--- config.mk ---
export PLATFORM = sky130hd
export DESIGN_NAME = tap_delay_ctrl
export DESIGN_NICKNAME = d
export VERILOG_FILES = /design/src/rtl/tdc_pkg.sv /design/src/rtl/tdc_rst_sync.sv /design/src/rtl/tdc_decode.sv /design/src/rtl/tdc_tap_reg.sv /design/src/rtl/tap_delay_ctrl.sv
export SDC_FILE = /design/constraint.sdc
export NUM_CORES = 1
export LEC_CHECK = 0
export BUFFER_PORTS_ARGS = -buffer_cell sky130_fd_sc_hd__buf_2
export CELL_PAD_IN_SITES_DETAIL_PLACEMENT = 1
export CELL_PAD_IN_SITES_GLOBAL_PLACEMENT = 1
export CORE_UTILIZATION = 29
export CTS_BUF_LIST = sky130_fd_sc_hd__clkbuf_2
export CTS_CLUSTER_DIAMETER = 50
export DETAILED_ROUTE_END_ITERATION = 8
export GPL_ROUTABILITY_DRIVEN = 0
export PLACE_DENSITY = 0.65
export SETUP_SLACK_MARGIN = 0.2
export SLEW_MARGIN = 5
export SYNTH_ARGS = -nofsm -noshare
export SYNTH_HDL_FRONTEND = slang
export SYNTH_SLANG_ARGS = --single-unit
--- constraint.sdc ---
create_clock -name clk -period 0.8 [get_ports clk]
set_input_delay 0 -clock clk [delete_from_list [all_inputs] [get_ports clk]]
set_output_delay 0 -clock clk [all_outputs]
set_load 0.02 [all_outputs]
--- src/rtl/tdc_pkg.sv ---
`timescale 1ns/1ps
package tdc_pkg;
  typedef enum logic [1:0] {
    MODE_FIXED = 2'b00,
    MODE_STEP  = 2'b01,
    MODE_VLOAD = 2'b10,
    MODE_RSVD  = 2'b11
  } tdc_mode_e;
endpackage

--- src/rtl/tdc_rst_sync.sv ---
`timescale 1ns/1ps
module tdc_rst_sync #(
  parameter int STAGES = 2
) (
  input  logic clk,
  input  logic arst,
  output logic rst
);
  logic [STAGES-1:0] sh_q;

  always_ff @(posedge clk or posedge arst) begin
    if (arst) sh_q <= '1;
    else      sh_q <= {sh_q[STAGES-2:0], 1'b0};
  end

  assign rst = sh_q[STAGES-1];
endmodule

--- src/rtl/tdc_decode.sv ---
`timescale 1ns/1ps
module tdc_decode
  import tdc_pkg::*;
#(
  parameter int TAP_W    = 9,
  parameter int MAX_JUMP = 8
) (
  input  logic [1:0]       mode,
  input  logic             ce,
  input  logic             inc,
  input  logic             load,
  input  logic             vt_en,
  input  logic [TAP_W-1:0] tap_cur,
  input  logic [TAP_W-1:0] tap_in,
  output logic             step_ev,
  output logic             load_ev,
  output logic             viol_ev,
  output logic [TAP_W-1:0] tap_next
);
  localparam logic [TAP_W-1:0] ONE      = {{(TAP_W-1){1'b0}}, 1'b1};
  localparam logic [TAP_W-1:0] JUMP_LIM = TAP_W'(MAX_JUMP);

  // shortest way round the tap circle
  function automatic logic [TAP_W-1:0] circ_dist(input logic [TAP_W-1:0] a,
                                                 input logic [TAP_W-1:0] b);
    logic [TAP_W-1:0] fwd, bwd;
    fwd = a - b;
    bwd = b - a;
    return (fwd < bwd) ? fwd : bwd;
  endfunction

  function automatic logic [TAP_W-1:0] step_tap(input logic [TAP_W-1:0] t,
                                                input logic up);
    return up ? (t + ONE) : (t - ONE);
  endfunction

  logic is_vload, is_active, load_req, too_far, bad;

  always_comb begin
    is_vload  = (mode == MODE_VLOAD);
    is_active = (mode == MODE_STEP) || (mode == MODE_VLOAD);
    load_req  = is_vload && load;
    too_far   = circ_dist(tap_in, tap_cur) > JUMP_LIM;
    bad       = load_req && (ce || vt_en || too_far);
    load_ev   = load_req && !bad;
    viol_ev   = bad;
    step_ev   = is_active && ce && !load_req;
    if (load_ev)      tap_next = tap_in;
    else if (step_ev) tap_next = step_tap(tap_cur, inc);
    else              tap_next = tap_cur;
  end
endmodule

--- src/rtl/tdc_tap_reg.sv ---
`timescale 1ns/1ps
module tdc_tap_reg #(
  parameter int TAP_W       = 9,
  parameter int DEFAULT_TAP = 64
) (
  input  logic             clk,
  input  logic             rst,
  input  logic [TAP_W-1:0] tap_next,
  input  logic             viol_ev,
  output logic [TAP_W-1:0] tap_q,
  output logic             viol_q
);
  localparam logic [TAP_W-1:0] TAP_RST = TAP_W'(DEFAULT_TAP);

  always_ff @(posedge clk or posedge rst) begin
    if (rst) begin
      tap_q  <= TAP_RST;
      viol_q <= 1'b0;
    end else begin
      tap_q  <= tap_next;
      viol_q <= viol_ev;
    end
  end
endmodule

--- src/rtl/tap_delay_ctrl.sv ---
`timescale 1ns/1ps
module tap_delay_ctrl #(
  parameter int TAP_W       = 9,
  parameter int MAX_JUMP    = 8,
  parameter int DEFAULT_TAP = 64,
  parameter int SYNC_STAGES = 2
) (
  input  logic             clk,
  input  logic             rst_dly,
  input  logic [1:0]       mode,
  input  logic             ce,
  input  logic             inc,
  input  logic             load,
  input  logic             vt_en,
  input  logic [TAP_W-1:0] tap_in,
  output logic [TAP_W-1:0] tap_out,
  output logic             viol
);
  logic             rst_int;
  logic             step_ev, load_ev, viol_ev;
  logic [TAP_W-1:0] tap_next;

  tdc_rst_sync #(.STAGES(SYNC_STAGES)) u_rst (
    .clk (clk),
    .arst(rst_dly),
    .rst (rst_int)
  );

  tdc_decode #(.TAP_W(TAP_W), .MAX_JUMP(MAX_JUMP)) u_dec (
    .mode    (mode),
    .ce      (ce),
    .inc     (inc),
    .load    (load),
    .vt_en   (vt_en),
    .tap_cur (tap_out),
    .tap_in  (tap_in),
    .step_ev (step_ev),
    .load_ev (load_ev),
    .viol_ev (viol_ev),
    .tap_next(tap_next)
  );

  tdc_tap_reg #(.TAP_W(TAP_W), .DEFAULT_TAP(DEFAULT_TAP)) u_reg (
    .clk     (clk),
    .rst     (rst_int),
    .tap_next(tap_next),
    .viol_ev (viol_ev),
    .tap_q   (tap_out),
    .viol_q  (viol)
  );
endmodule

---- Yosys cells after proc, flatten, opt, wreduce, memory -nomap -nowiden ----
Index checks and enable logic that the tools add are counted.
operators by class
  add/sub/neg operators ................... 4
  $lt $le $gt $ge ......................... 2
  eq/ne operators ......................... 2
  multiplexer cells ....................... 4
  reduce and logical (&&, ||, !) cells .... 11
operators by type and width
  kind                   number
  $mux W9                4
  $sub A9 B9 Y9          2
  $add A9 B1 Y9 const B  1
  $gt A9 B4 Y1 const B   1
  $lt A9 B9 Y1           1
  $sub A9 B1 Y9 const B  1
  $logic_and A1 B1 Y1    5
  $logic_or A1 B1 Y1     3
  $eq A2 B1 Y1 const B   1
  $eq A2 B2 Y1 const B   1
  $logic_not A1 Y1       2
  $reduce_bool A2 Y1     1
word-level totals
  bits in registers ....................... 12
  bits of input ports ..................... 17
  output and inout port bits .............. 10
  word-level logic and storage cells ...... 26

---- Longest topological paths before layout ----
Gate-level depths: netlist (run 1).
  depth after elaboration ................. 9
  mapped depth ............................ 18
  mapped depth without buffers ............ 16

---- Modules after synthesis ----
From an unflattened synthesis (run 1), not the netlist that was laid out.
unflattened totals
  cells, all modules ...................... 247
  area, all modules ....................... 2,097.0 um^2
modules (own cells, without submodules)
  module        instances  cells each  area an instance (um^2)  sequential area each (um^2)
  tdc_decode    1          232         1,781.7                  0.0
  tdc_tap_reg   1          11          255.2                    251.5
  tdc_rst_sync  1          4           60.1                     52.6

---- Worst setup path before layout (run 1) ----
OpenSTA, ideal clock, no wires.
  kind .................................... reg2reg
  start ................................... register u_reg.tap_q[0]
  end ..................................... register u_reg.tap_q[6]
  arrival time ............................ 3.767 ns
  required time ........................... 0.715 ns
  path slack .............................. -3.052 ns
  cell stages (with the launch flop) ...... 18
  path through ............................ dfrtp_1 > inv_1 > ha_1 > fa_1 > nor2b_1 > o22a_1 > a21oi_1 > xnor2_1 > inv_1 > ha_1 > a21oi_1 > o21ai_0 > a21oi_1 > nand2_1 > a211oi_1 > a32o_1 > buf_2 > mux2_1
between the ends
  longest elaborated chain between the ends .. 9
  elaborated cells on any way between the ends .. 15
RTL lines
  what                                           line                                RTL
  from (decl)                                    tdc_tap_reg.sv:10                   output logic [TAP_W-1:0] tap_q,
  from (signal assigned)                         tdc_tap_reg.sv:20                   tap_q <= tap_next;
  $sub A9 B9 Y9, on equally long branches        tdc_decode.sv:27, tdc_decode.sv:28
  $lt A9 B9 Y1                                   tdc_decode.sv:29                    return (fwd < bwd) ? fwd : bwd;
  $mux W9                                        tdc_decode.sv:29
  $gt A9 B4 Y1                                   tdc_decode.sv:43                    too_far = circ_dist(tap_in, tap_cur) > JUMP_LIM;
  $logic_or A1 B1 Y1                             tdc_decode.sv:44                    bad = load_req && (ce || vt_en || too_far);
  $logic_and A1 B1 Y1                            tdc_decode.sv:44
  $logic_not A1 Y1                               tdc_decode.sv:45                    load_ev = load_req && !bad;
  $logic_and A1 B1 Y1                            tdc_decode.sv:45
  $mux W9 or $reduce_bool A2 Y1 (tied branches)  n/a
Parallel ways exist; a longest one is shown, timed or not. The select of a mux whose other input is x is not followed.
A chain may end at the register's enable or synchronous reset.

---- Final worst setup path (run 1) ----
  start ................................... register u_reg.tap_q[5]
  end ..................................... register u_reg.tap_q[8]
Same word-level chain as after synthesis.

==> run metrics, run 1 <==
most common cell after layout, fill and taps aside=buf_4; placed insts=450; sequential power share=0.056; met1 Use GR=0.2494; Cell variety after synth=62; CTS buffer count=3; CP Cell Sequence=buf_6 -> inv_1 -> ha_1 -> nor2b_1 -> a311oi_1 -> nand3_4 -> ha_4 -> o211ai_1 -> nor2_4 -> a21oi_4 -> nand2b_4 -> buf_6 -> nor4_4 -> buf_4 -> nor4b_1 -> a211o_1; vias=2,449; cell leakage power=1.672 nW; DIE AREA=0.007430 mm^2; grt ovf=0; area delta synth->final=78.39%; # diodes=0; Synth Warn #=0; RSZ-0062 raised after global routing=yes; max-cap violations=0; clock-pin slew on the worst setup and hold paths=0.13 ns; Clock Power Share=0.018; Max Clock Freq=280.7 MHz; switch share=0.4818; met3 Use GR=0.007619; net count after synthesis=294; CP Class=reg2reg; Nets=431; Fin. Hold Viols=1; H-tree depth=1; Hold WS=-0.02027 ns; hold_buf cts=1; overall routing resource usage=0.2309; crit-path max cell delay=0.51 ns; Slew @ Worst Pin=0.6202 ns; worst r2r src=u_reg.tap_q[5]$_DFFE_PP0P_; slack of the critical path=-2.763 ns; Core Area=0.006832 mm^2; status=complete, but fails checks; sw power=9.561 mW; drt via density=5.156; register area share after synthesis=0.1479; non-filler cells, final=475; worst-path fanout max=6; Synth Flop Type=dfrtp_1; row count=30; buffers plus inverters on the worst setup path=4; DRT iter0 DRCs=117; leading cell types in the layout, fill and taps excluded=98 x buf_4, 24 x buf_6, 23 x inv_1; clk sinks=12; number of global-route vias before repair=2,682; layout cells sized above 1=0.5594; cell mode on critical path=buf_6; Cell Area, Synth=0.002056 mm^2; HP Class=in2reg; cell family with most CP delay=simple AND/OR/NAND/NOR gates; Core Util, Final=0.5368; startpoint class of the critical path=register; initial core utilization=0.3009; port buffer count=26; first-pass GRT wire length=13,200 um; # fillers=822; initial antenna violation count=0; Worst Path Required=0.99 ns; pwr dens=5412 mW/mm^2; die height=86.20 um; combinational fraction of design power=0.926; DR WL/cell=19.41 um; Final min period=3.563 ns; drt pass-1 iters=4; gr busiest metal=met2; largest net degree at the start of global routing=11; I/O pin total=27; CP max-delay cell=a311oi_1; Die Width=86.20 um; Worst Setup End Kind=register; failing checks=negative hold slack, negative setup slack; Setup crit start=u_reg.tap_q[5]$_DFFE_PP0P_; Synth Register Bits=12; worst skew pair latency=0.29 ns; drc violations=0; Mapped Cells=243; setup violators final=20; clock skew=0.01230 ns; maximum VDD drop=2.000 mV; Max clock buf depth=2; syn_area_per_cell=8.460 um^2; routed wire length=9218 um; worst hold start=load; Detail Placement HPWL=5949 um; routing usage on met2=0.4719; final period utilization=4.454; TritonCTS clock tree=done; Internal Power=10.29 mW; TNS Setup=-29.38 ns; Critical Path AT=3.75 ns; Max-slew headroom=0.5861; max-slew violation count=0; Routed Antenna Nets=0; EDFF count, synth=0; Clock Tree Root=clkbuf_2; Post-synth ARST share=1.000
-- cell type report --
| type | count | area (um^2) | area share |
|---|---|---|---|
| multi-input combinational | 194 | 1992 | 0.5432 |
| sequential | 12 | 306.5 | 0.08359 |
| clock buffer | 4 | 20.02 | 0.005459 |
| inverter | 29 | 112.6 | 0.03071 |
| tap | 96 | 120.1 | 0.03275 |
| timing repair buffer | 140 | 1116 | 0.3043 |
-- cell usage after synthesis (all sizes together) (2+ instances only) --
cell,count,area share
nor4,5,0.023
fa,3,0.029
a2111oi,3,0.022
xor2,6,0.026
a21oi,19,0.046
nand2b,4,0.012
o21bai,2,0.0073
dfstp,3,0.038
a2111o,2,0.011
nor3,9,0.027
nor3b,5,0.018
a221o,4,0.019
a211oi,8,0.034
xnor2,12,0.055
a311oi,3,0.016
nor4b,2,0.016
o21ai,17,0.041
o311a,2,0.0097
ha,31,0.19
nor2b,5,0.015
a21o,2,0.0073
nand2,6,0.011
buf,7,0.024
a211o,2,0.0085
dfrtp,9,0.11
inv,29,0.053
nor2,18,0.033
-- final timing paths --
kind / to / slack (ns) / cells past startpoint
max: u_reg.tap_q[8]$_DFFE_PP0P_ / -2.76 / 16
min: u_reg.viol_q$_DFF_PP0_ / -0.02 / 2
max reg2reg: u_reg.tap_q[8]$_DFFE_PP0P_ / -2.76 / 16
min reg2reg: u_reg.tap_q[4]$_DFFE_PP0P_ / 0.18 / 1
max in group asynchronous: u_reg.tap_q[6]$_DFFE_PP1P_ / 0.37 / 1
min in group asynchronous: u_reg.tap_q[4]$_DFFE_PP0P_ / 0.18 / 1
-- worst register-to-register path: cells and delay by family, from the launching register on --
kind,cells,cell delay (ns)
AND/OR/NAND/NOR,6,1.02
AO/OA/AOI/OAI,4,0.94
flip-flops,1,0.43
adder cells (fa/ha/maj),2,0.58
buffers and inverters,4,0.51
-- per-stage QoR --
step	hold WS, ns	instance area [um^2]	power [mW]	setup WS, ns
3_3_place_gp	0.02619	3032	12.83	-2.714
6_report	-0.02027	3667	19.85	-2.763
5_1_grt	-0.03015	3667	20.99	-2.875
3_5_place_dp	0.03417	3032	13.34	-2.814
4_1_cts	-0.03617	3466	17.00	-2.604
2_1_floorplan	-0.08850	2131	8.270	-2.635
-- sequential cells by signal (all words and copies together), names as in the netlist --
| name | flops |
|---|---|
| u_reg.viol_q | 1 |
| u_rst.sh_q | 2 |
| u_reg.tap_q | 9 |
-- routing by layer --
layer | up-vias | share of wire
met2 | 47 | 0.56
met5 | - | 0
li1 | 1156 | -
met4 | 0 | 0.044
met1 | 1217 | 0.38
met3 | 29 | 0.016
-- power by group through the flow --
stage,logic (mW),registers (mW),clock network [mW]
2_1_floorplan,6.85,1.42,0
4_1_cts,15.6,1.07,0.364
3_5_place_dp,12.3,1.02,0
5_1_grt,19.5,1.14,0.388
3_3_place_gp,11.8,1.01,0
6_report,18.4,1.11,0.354
-- kinds of logic after synthesis --
family,count (synthesis),synth area share
adders and majority gates,34,0.2179
other,1,0.001824
xor gates and xnor gates,18,0.08034
and+or+nand+nor,64,0.1887
muxes,2,0.01035
buffers and inverters,37,0.07913
AOI/OAI and AO/OA,75,0.2739
DFF,12,0.1479
-- what timing repair did --
action,CTS,global route
endpoints found under the setup margin,20,30
hold endpoints to repair,3,1
setup buffers,17,3
pin swaps,26,22
resized for setup,65,31
Power figures use the tool's default switching activity.
==> run 2: changes to the inputs <==
- MAX_ROUTING_LAYER: not set -> met4
- PLACE_DENSITY: 0.65 -> 0.63
- SLEW_MARGIN: 5 -> 20
- clock period: 0.8 -> 3.7 ns (I/O delays scaled with it)
==> run metrics, run 2 (same netlist as run 1, synthesis figures left out) <==
first-pass GRT wire length=10,380 um; # fillers=830; Critical Path AT=3.71 ns; placed cell areas=0.002485 mm^2; Max-slew headroom=0.5362; Worst Path Required=3.88 ns; Routed Antenna Nets=0; max-cap violations=0; clk sinks=12; vias=2,063; worst-path fanout max=3; I/O pin total=27; # diodes=0; Final min period=3.531 ns; clock skew=0.009544 ns; HP Class=in2reg; failing checks=negative hold slack; initial antenna violation count=0; row count=30; Biggest register=u_reg.tap_q; Die Width=86.20 um; Detail Placement HPWL=5054 um; Core Area=0.006832 mm^2; drt via density=5.044; RSZ-0062 raised after global routing=yes; DR WL/cell=15.37 um; Worst Setup End Kind=register; pwr dens=1104 mW/mm^2; area delta synth->final=42.97%; worst skew pair latency=0.29 ns; routed wire length=6285 um; max reg flops=9; die height=86.20 um; H-tree depth=1; most common cell after layout, fill and taps aside=buf_4; largest net degree at the start of global routing=12; drt pass-1 iters=4; TNS Setup=0 ns; port buffer count=26; area of the multi-input gates=0.001868 mm^2; top flop regs=u_reg.tap_q x9, u_rst.sh_q x2, u_reg.viol_q x1; drc violations=0; clock-pin slew on the worst setup and hold paths=0.13 ns; TritonCTS clock tree=done; startpoint class of the critical path=register; Fin. Hold Viols=1; layout cells sized above 1=0.4153; number of global-route vias before repair=2,179; cell leakage power=1.295 nW; Clock Tree Root=clkbuf_2; worst reg2reg setup slack=0.17 ns; maximum VDD drop=0.3468 mV; CP Class=reg2reg; Max clock buf depth=2; Final Cell Area=0.002939 mm^2; initial core utilization=0.3009; Sequential Area=306.5 um^2; Nets=365; final period utilization=0.9544; Slew @ Worst Pin=0.6782 ns; status=complete, but fails checks; grt ovf=0; DRT iter0 DRCs=70; Max Clock Freq=283.2 MHz; max-slew violation count=0; DIE AREA=0.007430 mm^2; Hold WS=-0.003237 ns; overall routing resource usage=0.1820; CTS buffer count=3; leading cell types in the layout, fill and taps excluded=38 x buf_4, 26 x buf_2, 24 x inv_1; setup violators final=0
run 2: cell count changes in the layout (fill, tap and decap cells not counted), sizes merged:
cell / before / now
buf: 139 / 65
clkbuf: 4 / 3
clkinv: 0 / 1
clkinvlp: 1 / 0
dlygate4sd3: 1 / 9
inv: 28 / 29
run 2: worst paths after layout:
check,startpoint,to,cells after the start
worst min-delay path,vt_en,u_reg.viol_q$_DFF_PP0_,2
worst min register to register,u_rst.sh_q[1]$_DFF_PP1_,u_reg.tap_q[7]$_DFFE_PP0P_,1
worst max register to register,u_reg.tap_q[0]$_DFFE_PP0P_,u_reg.tap_q[1]$_DFFE_PP0P_,15
min in group asynchronous,u_rst.sh_q[1]$_DFF_PP1_,u_reg.tap_q[7]$_DFFE_PP0P_,1
max in group asynchronous,u_rst.sh_q[1]$_DFF_PP1_,u_reg.tap_q[1]$_DFFE_PP0P_,1
worst max-delay path,u_reg.tap_q[0]$_DFFE_PP0P_,u_reg.tap_q[1]$_DFFE_PP0P_,15
run 2: stage by stage:
step | utilization | hold slack [ns] | setup WS, ns | std cells | total power [mW]
finish | 0.4302 | -0.003237 | 0.1686 | 409 | 3.246
global route | 0.4302 | 0.01026 | 0.04813 | 409 | 3.528
CTS | 0.4048 | 0.009518 | 0.2032 | 404 | 2.808
detailed placement | 0.3637 | 0.03045 | -0.07339 | 380 | 2.384
global placement | 0.3637 | 0.02452 | 0.02730 | 380 | 2.333
floorplan | - | -0.08850 | 0.2045 | 243 | 1.746
run 2: per-layer routing:
layer	routed length, um	GRT usage	vias up
met5	0	-	-
met4	108	0.05303	0
met3	77	0.006667	11
met2	3336	0.3362	25
met1	2762	0.2145	1001
li1	-	-	1026
run 2: layout make-up:
class / instances / area share
sequential: 12 / 0.1043
tap: 96 / 0.04087
multi-input combinational: 194 / 0.6356
timing repair buffer: 74 / 0.1758
clock buffer: 3 / 0.005109
clock inverter: 1 / 0.001277
inverter: 29 / 0.03704
run 2: report_power, final:
| group | switching (mW) | internal (mW) |
|---|---|---|
| logic | 1.52 | 1.42 |
| registers | 0.0466 | 0.187 |
| clock network | 0.0493 | 0.0235 |
| total | 1.61 | 1.63 |
run 2: worst max-delay path, cell delays in order, from the launching register on:
cell and delay (ns):
dfrtp_2 0.43, ha_4 0.14, inv_2 0.03, fa_2 0.41
a211oi_4 0.35, or4_4 0.21, nand3_4 0.09, ha_4 0.30
o211ai_1 0.12, nor2_2 0.16, a21oi_2 0.09, nand2b_4 0.17
nor4_4 0.42, buf_4 0.19, nor4_2 0.04, a221o_1 0.26
run 2: what timing repair did:
item	CTS	global route
hold endpoints to repair	10	0
hold buffers	9	0
pin swaps	17	27
buffers inserted	11	5
setup endpoints to repair	9	10
gates resized for setup	17	26
